--- src/rtl/atomic_rmw_pkg.sv ---
package atomic_rmw_pkg;

  typedef enum logic [4:0] {
    OP_ADD = 5'd0,  OP_ADC = 5'd1,  OP_AND = 5'd2,  OP_BTC = 5'd3,
    OP_BTR = 5'd4,  OP_BTS = 5'd5,  OP_CAS = 5'd6,  OP_DEC = 5'd7,
    OP_INC = 5'd8,  OP_NEG = 5'd9,  OP_NOT = 5'd10, OP_OR  = 5'd11,
    OP_SBB = 5'd12, OP_SUB = 5'd13, OP_XOR = 5'd14, OP_XADD = 5'd15,
    OP_XCHG = 5'd16
  } rmw_op_e;

  localparam logic [4:0] LAST_LEGAL_OP = 5'd16;

  typedef enum logic [1:0] {ST_IDLE, ST_RD, ST_WR, ST_RSP} rmw_state_e;

  typedef struct packed {
    logic capReq;
    logic capRead;
  } rmw_strobe_t;

  function automatic logic [63:0] sizeMask(input logic [1:0] size);
    case (size)
      2'd0:    sizeMask = 64'h0000_0000_0000_00FF;
      2'd1:    sizeMask = 64'h0000_0000_0000_FFFF;
      2'd2:    sizeMask = 64'h0000_0000_FFFF_FFFF;
      default: sizeMask = 64'hFFFF_FFFF_FFFF_FFFF;
    endcase
  endfunction

endpackage

--- src/rtl/atomic_rmw_dp.sv ---
module atomic_rmw_dp
  import atomic_rmw_pkg::*;
#(
  parameter int ADDR_W     = 16,
  parameter int LINE_BYTES = 64
) (
  input  logic              clk,
  input  logic              rstN,
  input  rmw_strobe_t       strobe,
  input  logic [4:0]        reqOp,
  input  logic [1:0]        reqSize,
  input  logic [ADDR_W-1:0] reqAddr,
  input  logic [63:0]       reqAcc,
  input  logic [63:0]       reqSrc,
  input  logic              reqCarry,
  input  logic [63:0]       memRdata,
  output logic              fitsLine,
  output logic [ADDR_W-1:0] addrQ,
  output logic [1:0]        sizeQ,
  output logic [63:0]       oldQ,
  output logic [63:0]       newVal,
  output logic [63:0]       accOut,
  output logic              isCas,
  output logic              casMatch
);
  localparam int LINE_SHIFT = $clog2(LINE_BYTES);

  logic [4:0]  opQ;
  logic [63:0] accQ, srcQ;
  logic        carryQ;

  // line-fit check on the incoming request, one extra bit so no wrap
  logic [ADDR_W:0] firstByte, lastByte;
  always_comb begin
    firstByte = {1'b0, reqAddr};
    lastByte  = firstByte + ((ADDR_W+1)'(1) << reqSize) - (ADDR_W+1)'(1);
    fitsLine  = (firstByte >> LINE_SHIFT) == (lastByte >> LINE_SHIFT);
  end

  always_ff @(posedge clk) begin
    if (!rstN) begin
      opQ <= '0; sizeQ <= '0; addrQ <= '0; accQ <= '0;
      srcQ <= '0; carryQ <= 1'b0; oldQ <= '0;
    end else begin
      if (strobe.capReq) begin
        opQ <= reqOp; sizeQ <= reqSize; addrQ <= reqAddr;
        accQ <= reqAcc; srcQ <= reqSrc; carryQ <= reqCarry;
      end
      if (strobe.capRead) oldQ <= memRdata & sizeMask(sizeQ);
    end
  end

  logic [63:0] mask, bitSel, raw;
  logic [5:0]  bitIdx;
  always_comb begin
    mask     = sizeMask(sizeQ);
    bitIdx   = srcQ[5:0] & 6'((8 << sizeQ) - 1);
    bitSel   = 64'd1 << bitIdx;
    isCas    = opQ == OP_CAS;
    casMatch = (accQ & mask) == oldQ;
    case (opQ)
      OP_ADD, OP_XADD: raw = oldQ + srcQ;
      OP_ADC:  raw = oldQ + srcQ + {63'd0, carryQ};
      OP_AND:  raw = oldQ & srcQ;
      OP_BTC:  raw = oldQ ^ bitSel;
      OP_BTR:  raw = oldQ & ~bitSel;
      OP_BTS:  raw = oldQ | bitSel;
      OP_CAS:  raw = casMatch ? srcQ : oldQ;
      OP_DEC:  raw = oldQ - 64'd1;
      OP_INC:  raw = oldQ + 64'd1;
      OP_NEG:  raw = 64'd0 - oldQ;
      OP_NOT:  raw = ~oldQ;
      OP_OR:   raw = oldQ | srcQ;
      OP_SBB:  raw = oldQ - srcQ - {63'd0, carryQ};
      OP_SUB:  raw = oldQ - srcQ;
      OP_XOR:  raw = oldQ ^ srcQ;
      default: raw = srcQ;
    endcase
    newVal = raw & mask;
    accOut = (isCas && !casMatch) ? oldQ : accQ;
  end

  // a matching compare writes the masked source
  p_cas_match_src_r1: assert property (@(posedge clk) disable iff (!rstN)
    (isCas && casMatch) |-> newVal == (srcQ & mask));

endmodule

--- src/rtl/atomic_rmw_ctrl.sv ---
module atomic_rmw_ctrl
  import atomic_rmw_pkg::*;
(
  input  logic        clk,
  input  logic        rstN,
  input  logic        reqValid,
  input  logic [4:0]  reqOp,
  input  logic        reqLock,
  input  logic        reqMemDst,
  input  logic        reqCached,
  input  logic        fitsLine,
  input  logic        memAck,
  input  logic        memErr,
  output logic        reqReady,
  output logic        memReq,
  output logic        memWe,
  output logic        busLock,
  output logic        lineLock,
  output logic        rspValid,
  output logic        rspUndef,
  output logic        rspBusErr,
  output rmw_strobe_t strobe
);
  rmw_state_e state;
  logic lockQ, lineQ, xchgQ, undefQ, busErrQ;
  logic legal, needLock;

  always_comb begin
    legal    = reqMemDst && (reqOp <= LAST_LEGAL_OP);
    needLock = reqLock || (reqOp == OP_XCHG);
  end

  always_ff @(posedge clk) begin
    if (!rstN) begin
      state <= ST_IDLE; lockQ <= 1'b0; lineQ <= 1'b0; xchgQ <= 1'b0;
      undefQ <= 1'b0; busErrQ <= 1'b0;
    end else begin
      case (state)
        ST_IDLE: if (reqValid) begin
          busErrQ <= 1'b0;
          undefQ  <= !legal;
          lockQ   <= legal && needLock;
          lineQ   <= reqCached && fitsLine;
          xchgQ   <= reqOp == OP_XCHG;
          state   <= legal ? ST_RD : ST_RSP;
        end
        ST_RD: if (memAck) begin
          if (memErr) begin
            busErrQ <= 1'b1;
            state   <= ST_RSP;
          end else begin
            state <= ST_WR;
          end
        end
        ST_WR:  if (memAck) state <= ST_RSP;
        default: state <= ST_IDLE;
      endcase
    end
  end

  logic lockOn;
  always_comb begin
    reqReady       = state == ST_IDLE;
    memReq         = (state == ST_RD) || (state == ST_WR);
    memWe          = state == ST_WR;
    lockOn         = memReq && lockQ;
    busLock        = lockOn && !lineQ;
    lineLock       = lockOn && lineQ;
    rspValid       = state == ST_RSP;
    rspUndef       = rspValid && undefQ;
    rspBusErr      = rspValid && busErrQ;
    strobe.capReq  = reqReady && reqValid;
    strobe.capRead = (state == ST_RD) && memAck;
  end

  // a clean read is always followed by a write
  p_read_then_write_r2: assert property (@(posedge clk) disable iff (!rstN)
    (memReq && !memWe && memAck && !memErr) |=> (memReq && memWe));
  // lock level does not change between read and write
  p_lock_kept_r3: assert property (@(posedge clk) disable iff (!rstN)
    ((busLock || lineLock) && !memWe && memAck && !memErr) |=> $stable({busLock, lineLock}));
  // read error aborts and releases the lock
  p_err_abort_r4: assert property (@(posedge clk) disable iff (!rstN)
    (memReq && !memWe && memAck && memErr) |=> (!memReq && !busLock && !lineLock && rspBusErr));
  // undefined requests never touched the bus
  p_undef_no_bus_r5: assert property (@(posedge clk) disable iff (!rstN)
    rspUndef |-> !$past(memReq));
  // exchange is always locked
  p_xchg_locked_r6: assert property (@(posedge clk) disable iff (!rstN)
    (memReq && xchgQ) |-> (busLock || lineLock));
  // never both lock forms at once
  p_one_lock_r7: assert property (@(posedge clk) disable iff (!rstN)
    !(busLock && lineLock));
  // ready only when fully quiet
  p_ready_idle_r10: assert property (@(posedge clk) disable iff (!rstN)
    reqReady |-> (!memReq && !rspValid));

endmodule

--- src/rtl/atomic_rmw_engine.sv ---
module atomic_rmw_engine
  import atomic_rmw_pkg::*;
#(
  parameter int ADDR_W     = 16,
  parameter int LINE_BYTES = 64
) (
  input  logic              clk,
  input  logic              rstN,
  input  logic              reqValid,
  output logic              reqReady,
  input  logic [4:0]        reqOp,
  input  logic              reqLock,
  input  logic              reqMemDst,
  input  logic              reqCached,
  input  logic [1:0]        reqSize,
  input  logic [ADDR_W-1:0] reqAddr,
  input  logic [63:0]       reqAcc,
  input  logic [63:0]       reqSrc,
  input  logic              reqCarry,
  output logic              rspValid,
  output logic [63:0]       rspOld,
  output logic [63:0]       rspAcc,
  output logic              rspOk,
  output logic              rspUndef,
  output logic              rspBusErr,
  output logic              memReq,
  output logic              memWe,
  output logic [ADDR_W-1:0] memAddr,
  output logic [1:0]        memSize,
  output logic [63:0]       memWdata,
  input  logic              memAck,
  input  logic [63:0]       memRdata,
  input  logic              memErr,
  output logic              busLock,
  output logic              lineLock
);
  rmw_strobe_t strobe;
  logic fitsLine, isCas, casMatch;
  logic [63:0] oldQ, newVal, accOut;

  atomic_rmw_ctrl i_ctrl (
    .clk(clk), .rstN(rstN), .reqValid(reqValid), .reqOp(reqOp),
    .reqLock(reqLock), .reqMemDst(reqMemDst), .reqCached(reqCached),
    .fitsLine(fitsLine), .memAck(memAck), .memErr(memErr),
    .reqReady(reqReady), .memReq(memReq), .memWe(memWe),
    .busLock(busLock), .lineLock(lineLock), .rspValid(rspValid),
    .rspUndef(rspUndef), .rspBusErr(rspBusErr), .strobe(strobe)
  );

  atomic_rmw_dp #(.ADDR_W(ADDR_W), .LINE_BYTES(LINE_BYTES)) i_dp (
    .clk(clk), .rstN(rstN), .strobe(strobe), .reqOp(reqOp),
    .reqSize(reqSize), .reqAddr(reqAddr), .reqAcc(reqAcc),
    .reqSrc(reqSrc), .reqCarry(reqCarry), .memRdata(memRdata),
    .fitsLine(fitsLine), .addrQ(memAddr), .sizeQ(memSize), .oldQ(oldQ),
    .newVal(newVal), .accOut(accOut), .isCas(isCas), .casMatch(casMatch)
  );

  assign memWdata = newVal;
  assign rspOld   = oldQ;
  assign rspAcc   = accOut;
  assign rspOk    = rspValid && !rspUndef && !rspBusErr && isCas && casMatch;

  // a failing compare writes the old value back
  p_cas_fail_rewrite_r2: assert property (@(posedge clk) disable iff (!rstN)
    (memReq && memWe && isCas && !casMatch) |-> memWdata == rspOld);

endmodule

--- config.mk ---
export PLATFORM = sky130hd
export DESIGN_NAME = atomic_rmw_engine
export DESIGN_NICKNAME = d
export VERILOG_FILES = /design/src/rtl/atomic_rmw_pkg.sv /design/src/rtl/atomic_rmw_dp.sv /design/src/rtl/atomic_rmw_ctrl.sv /design/src/rtl/atomic_rmw_engine.sv
export SDC_FILE = /design/constraint.sdc
export NUM_CORES = 2
export LEC_CHECK = 0
export BUFFER_PORTS_ARGS = -buffer_cell sky130_fd_sc_hd__buf_2
export CAP_MARGIN = 40
export CORE_MARGIN = 8
export CORE_UTILIZATION = 35
export DETAILED_ROUTE_END_ITERATION = 8
export SLEW_MARGIN = 20
export SYNTH_ARGS = -nofsm -noshare
export SYNTH_HDL_FRONTEND = slang
export SYNTH_HIERARCHICAL = 1
export SYNTH_SLANG_ARGS = --single-unit
--- constraint.sdc ---
create_clock -name clk -period 8.2 [get_ports clk]
set_clock_uncertainty 0.15 [all_clocks]
set_input_delay 0.41 -clock clk [delete_from_list [all_inputs] [get_ports clk]]
set_output_delay 0.41 -clock clk [all_outputs]
set_load 0.005 [all_outputs]
==> impl_metrics.csv <==
group,metric,value,unit
routing,first_pass_iters,9,
clocking,post_cts_buffers,0,
global_route,overflow,0,
die,die_area,116000,um^2
status,outcome,"complete, no violations",
clocking,cts_tree,"done",
sta,fin_crit_sh,98.4,%
clocking,clock_latency,0.67,ns
clocking,clk_pin_slew,0.07,ns
die,fp.dieW,340,um
routing,totalWireLength,215,mm
cells_and_area,area_delta_synth_final,20.2,%
clocking,clockBufferDepth,3,
synthesis,yosys_warnings,6,
power,peakVddDrop,0.253,mV
routing,drtIter0Drc,7350,
sta,worst_pin_slew,1.12,ns
sta,max_freq,124,MHz
synthesis,synthTopCellsByArea,"dfxtp_1, ha_1, nand2_1, a21oi_1, xnor2_1",
synthesis,netlist_instances,5441,
sta,rsz0062_at_grt,"no",
power,power_density,202,nW/um^2
synthesis,synth_top_area_share,12.1,%
synthesis,synth_flop_cell,"dfxtp_1",
routing,routed.top_layer,"met5",
power,switching_share,53.6,%
power,internal_power,0.00414,W
global_route,antenna_found_initial,14,
die,start_util,35.1,%
power,comb_power_share,66.5,%
routing,viasPerCell,6.52,
cells_and_area,mostFrequentLayoutCell,"nand2_1",
global_route,grt_usage,34.6,%
clocking,clock-root-buffer,"clkbuf_16",
synthesis,synth-edff-count,0,
global_route,first_global_vias,44300,
sta,setup_ws,0.128,ns
critical_path,start_kind,"flop",
synthesis,synth.distinct_cells,112,
routing,route.met3.wl,31.0,mm
critical_path,cp.required,7.64,ns
sta,slew_violations,0,
routing,drc,0,
place,pre_cts_ws,1.02,ns
cells_and_area,nFillCells,10900,
synthesis,synth-seq-cells,222,
die,rows,119,
synthesis,syn_avg_cell_area,6.75,um^2
power,leakage,18.3,nW
sta,setup_tns,0,ns
sta,hold_slack,0.0152,ns
place,place_inst,7060,
critical_path,endpoint_kind,"output pin",
routing,wl_met1,84.2,mm
place,dpl_cell_area,40800,um^2
flow_run,drv_cap,0,
power,seqPwrFrac,16.5,%
place,port_buffers,442,
synthesis,async_flop_share,0,%
global_route,grt_max_degree,120,
critical_path,crit_fanout,14,
sta,finalSetupViolCount,0,
cells_and_area,nets,6368,
die,ios,443,
synthesis,ys_seq_area_share,12.1,%
hold_path,hold_class,"in -> reg",
routing,wl_met2,87.7,mm
sta,period_needed,8.07,ns
cells_and_area,drive_gt1_share,13.6,%
die,core,105000,um^2
global_route,grt_pass1_wl,305,mm
synthesis,synth_nets,5882,
routing,ant_nets,0,
cells_and_area,final_cell_mix,"nand2_1, buf_2, a21oi_1",
die,die_height,340,um
routing,wire_per_inst,29.3,um
power,p_clk_share,17.1,%
place,dp_hpwl,167,mm
critical_path,critPathArrivalTime,7.51,ns
clocking,clock_sinks,222,
critical_path,crit_type,"reg -> out",
synthesis,yosys.area.top_type,"dfxtp_1",
clocking,numCtsBuffers,30,
routing,num_vias,47900,
cells_and_area,stdcell_area,44100,um^2
place,gp_congestion,1.10,
synthesis,syn_area,36700,um^2
sta,hold_viol,0,
cells_and_area,instances_no_fill,7343,
power,switchingPower,0.00478,W
sta,slew_headroom,23.5,%
clocking,htreeDepth,1,
==> routing by layer <==
layer  up-vias  GRT usage [%]
met5         -          0.125
met4        12           16.1
met3       652           12.1
met2      3491           50.7
met1     22700           45.0
li1      21000              -
==> power by group through the flow <==
stage                     clock (W)  sequential, W  combinational (W)
after CTS                   0.00154        0.00145            0.00565
after global routing        0.00158        0.00147            0.00621
after detailed placement          0        0.00147            0.00554
after global placement            0        0.00147            0.00550
final                       0.00152        0.00147            0.00593
after floorplan                   0        0.00137            0.00368
==> critical path, cell delays in order, from the launching register on <==
cell and delay (ns):
dfxtp_1 0.60, clkinv_1 0.34, ha_1 0.49, nor2b_1 0.20, a2111o_1 0.60, a211o_1 0.41
a21oi_1 0.34, nand2_1 0.13, a311oi_1 0.70, nand4_1 0.48, nor4_2 0.69, nand3_1 0.34
nor3_1 0.27, xnor2_1 0.15, a221oi_1 0.10, a211oi_1 0.75, buf_2 0.25
==> cells in the mapped netlist, types with 12 or more instances <==
master	count
nand2_1	649
nand2b_1	92
a31oi_1	75
nand4b_1	14
o31ai_1	40
a222oi_1	12
a21boi_0	49
dfxtp_1	222
clkbuf_1	325
nand3_1	145
o21a_1	31
o21ai_0	301
o21bai_1	37
a211o_1	21
nor2b_1	265
a21o_1	70
o211ai_1	55
buf_1	48
a211oi_1	85
a2111oi_0	22
mux2i_1	182
a21oi_1	443
or3_1	63
o31a_1	15
ha_1	214
o22ai_1	40
a22oi_1	25
nor4bb_1	14
o32ai_1	17
or4_1	14
or2_2	27
nor2_1	435
a221oi_1	103
and2_1	43
and3_1	36
xnor2_1	220
o2111ai_1	26
a221o_1	38
nor3_1	149
xor2_1	109
o221ai_1	61
nor4_1	88
inv_1	194
buf_2	25
nand4_1	84
==> through the flow <==
| step | power, W | utilization, % |
|---|---|---|
| finish | 0.00892 | 42.2 |
| global route | 0.00927 | 42.2 |
| CTS | 0.00864 | 42.1 |
| detailed placement | 0.00701 | 38.9 |
| global placement | 0.00696 | 38.7 |
| floorplan | 0.00505 | - |
==> timing repair <==
item                                   CTS  global route
setup endpoints to repair                0             4
hold buffers                           214             1
endpoints found under the hold margin  212            14
gates resized for setup                  0             1
==> area by class of cell <==
| cell class | instances | area, um^2 | share of cell area (%) |
|---|---|---|---|
| flip-flops and latches | 222 | 4450 | 10.1 |
| multi-input cells | 4619 | 30100 | 68.2 |
| diodes | 2 | 5.00 | 0.0113 |
| clock inverters | 19 | 277 | 0.626 |
| well taps | 1391 | 1740 | 3.94 |
| repair buffers | 856 | 5970 | 13.5 |
| clock buffers | 36 | 845 | 1.91 |
| inverters | 198 | 751 | 1.70 |
==> sequential cells by signal, indices dropped and copies added, names as in the netlist <==
register,cells
i_ctrl/busErrQ,1
i_ctrl/lineQ,1
i_ctrl/lockQ,1
i_ctrl/state,2
i_ctrl/undefQ,1
i_dp/accQ,64
i_dp/addrQ,16
i_dp/carryQ,1
i_dp/oldQ,64
i_dp/opQ,5
i_dp/sizeQ,2
i_dp/srcQ,64
==> cells by family (layout without fill, tap and decap cells) <==
logic type | after synthesis | in the layout | synth area share, %
xor+xnor | 329 | 329 | 7.85
fa+ha+maj | 217 | 217 | 7.45
simple gates | 2195 | 2195 | 30.1
flops | 222 | 222 | 12.1
other cells | 0 | 2 | 0
mux | 187 | 187 | 5.11
compound gates | 1691 | 1691 | 31.1
buf+inv | 600 | 1109 | 6.27
==> final timing paths <==
kind                                 startpoint             end  slack (ns)  cells past startpoint
worst min register to register     i_ctrl/lineQ    i_ctrl/lineQ        0.33                      2
worst max-delay path               i_dp/srcQ[2]    memWdata[39]        0.13                     16
worst min-delay path                     memErr  i_ctrl/busErrQ        0.02                      3
worst max register to register  i_ctrl/state[0]   i_ctrl/undefQ        5.31                      8
No activity file was read; power rests on OpenSTA's default activity.
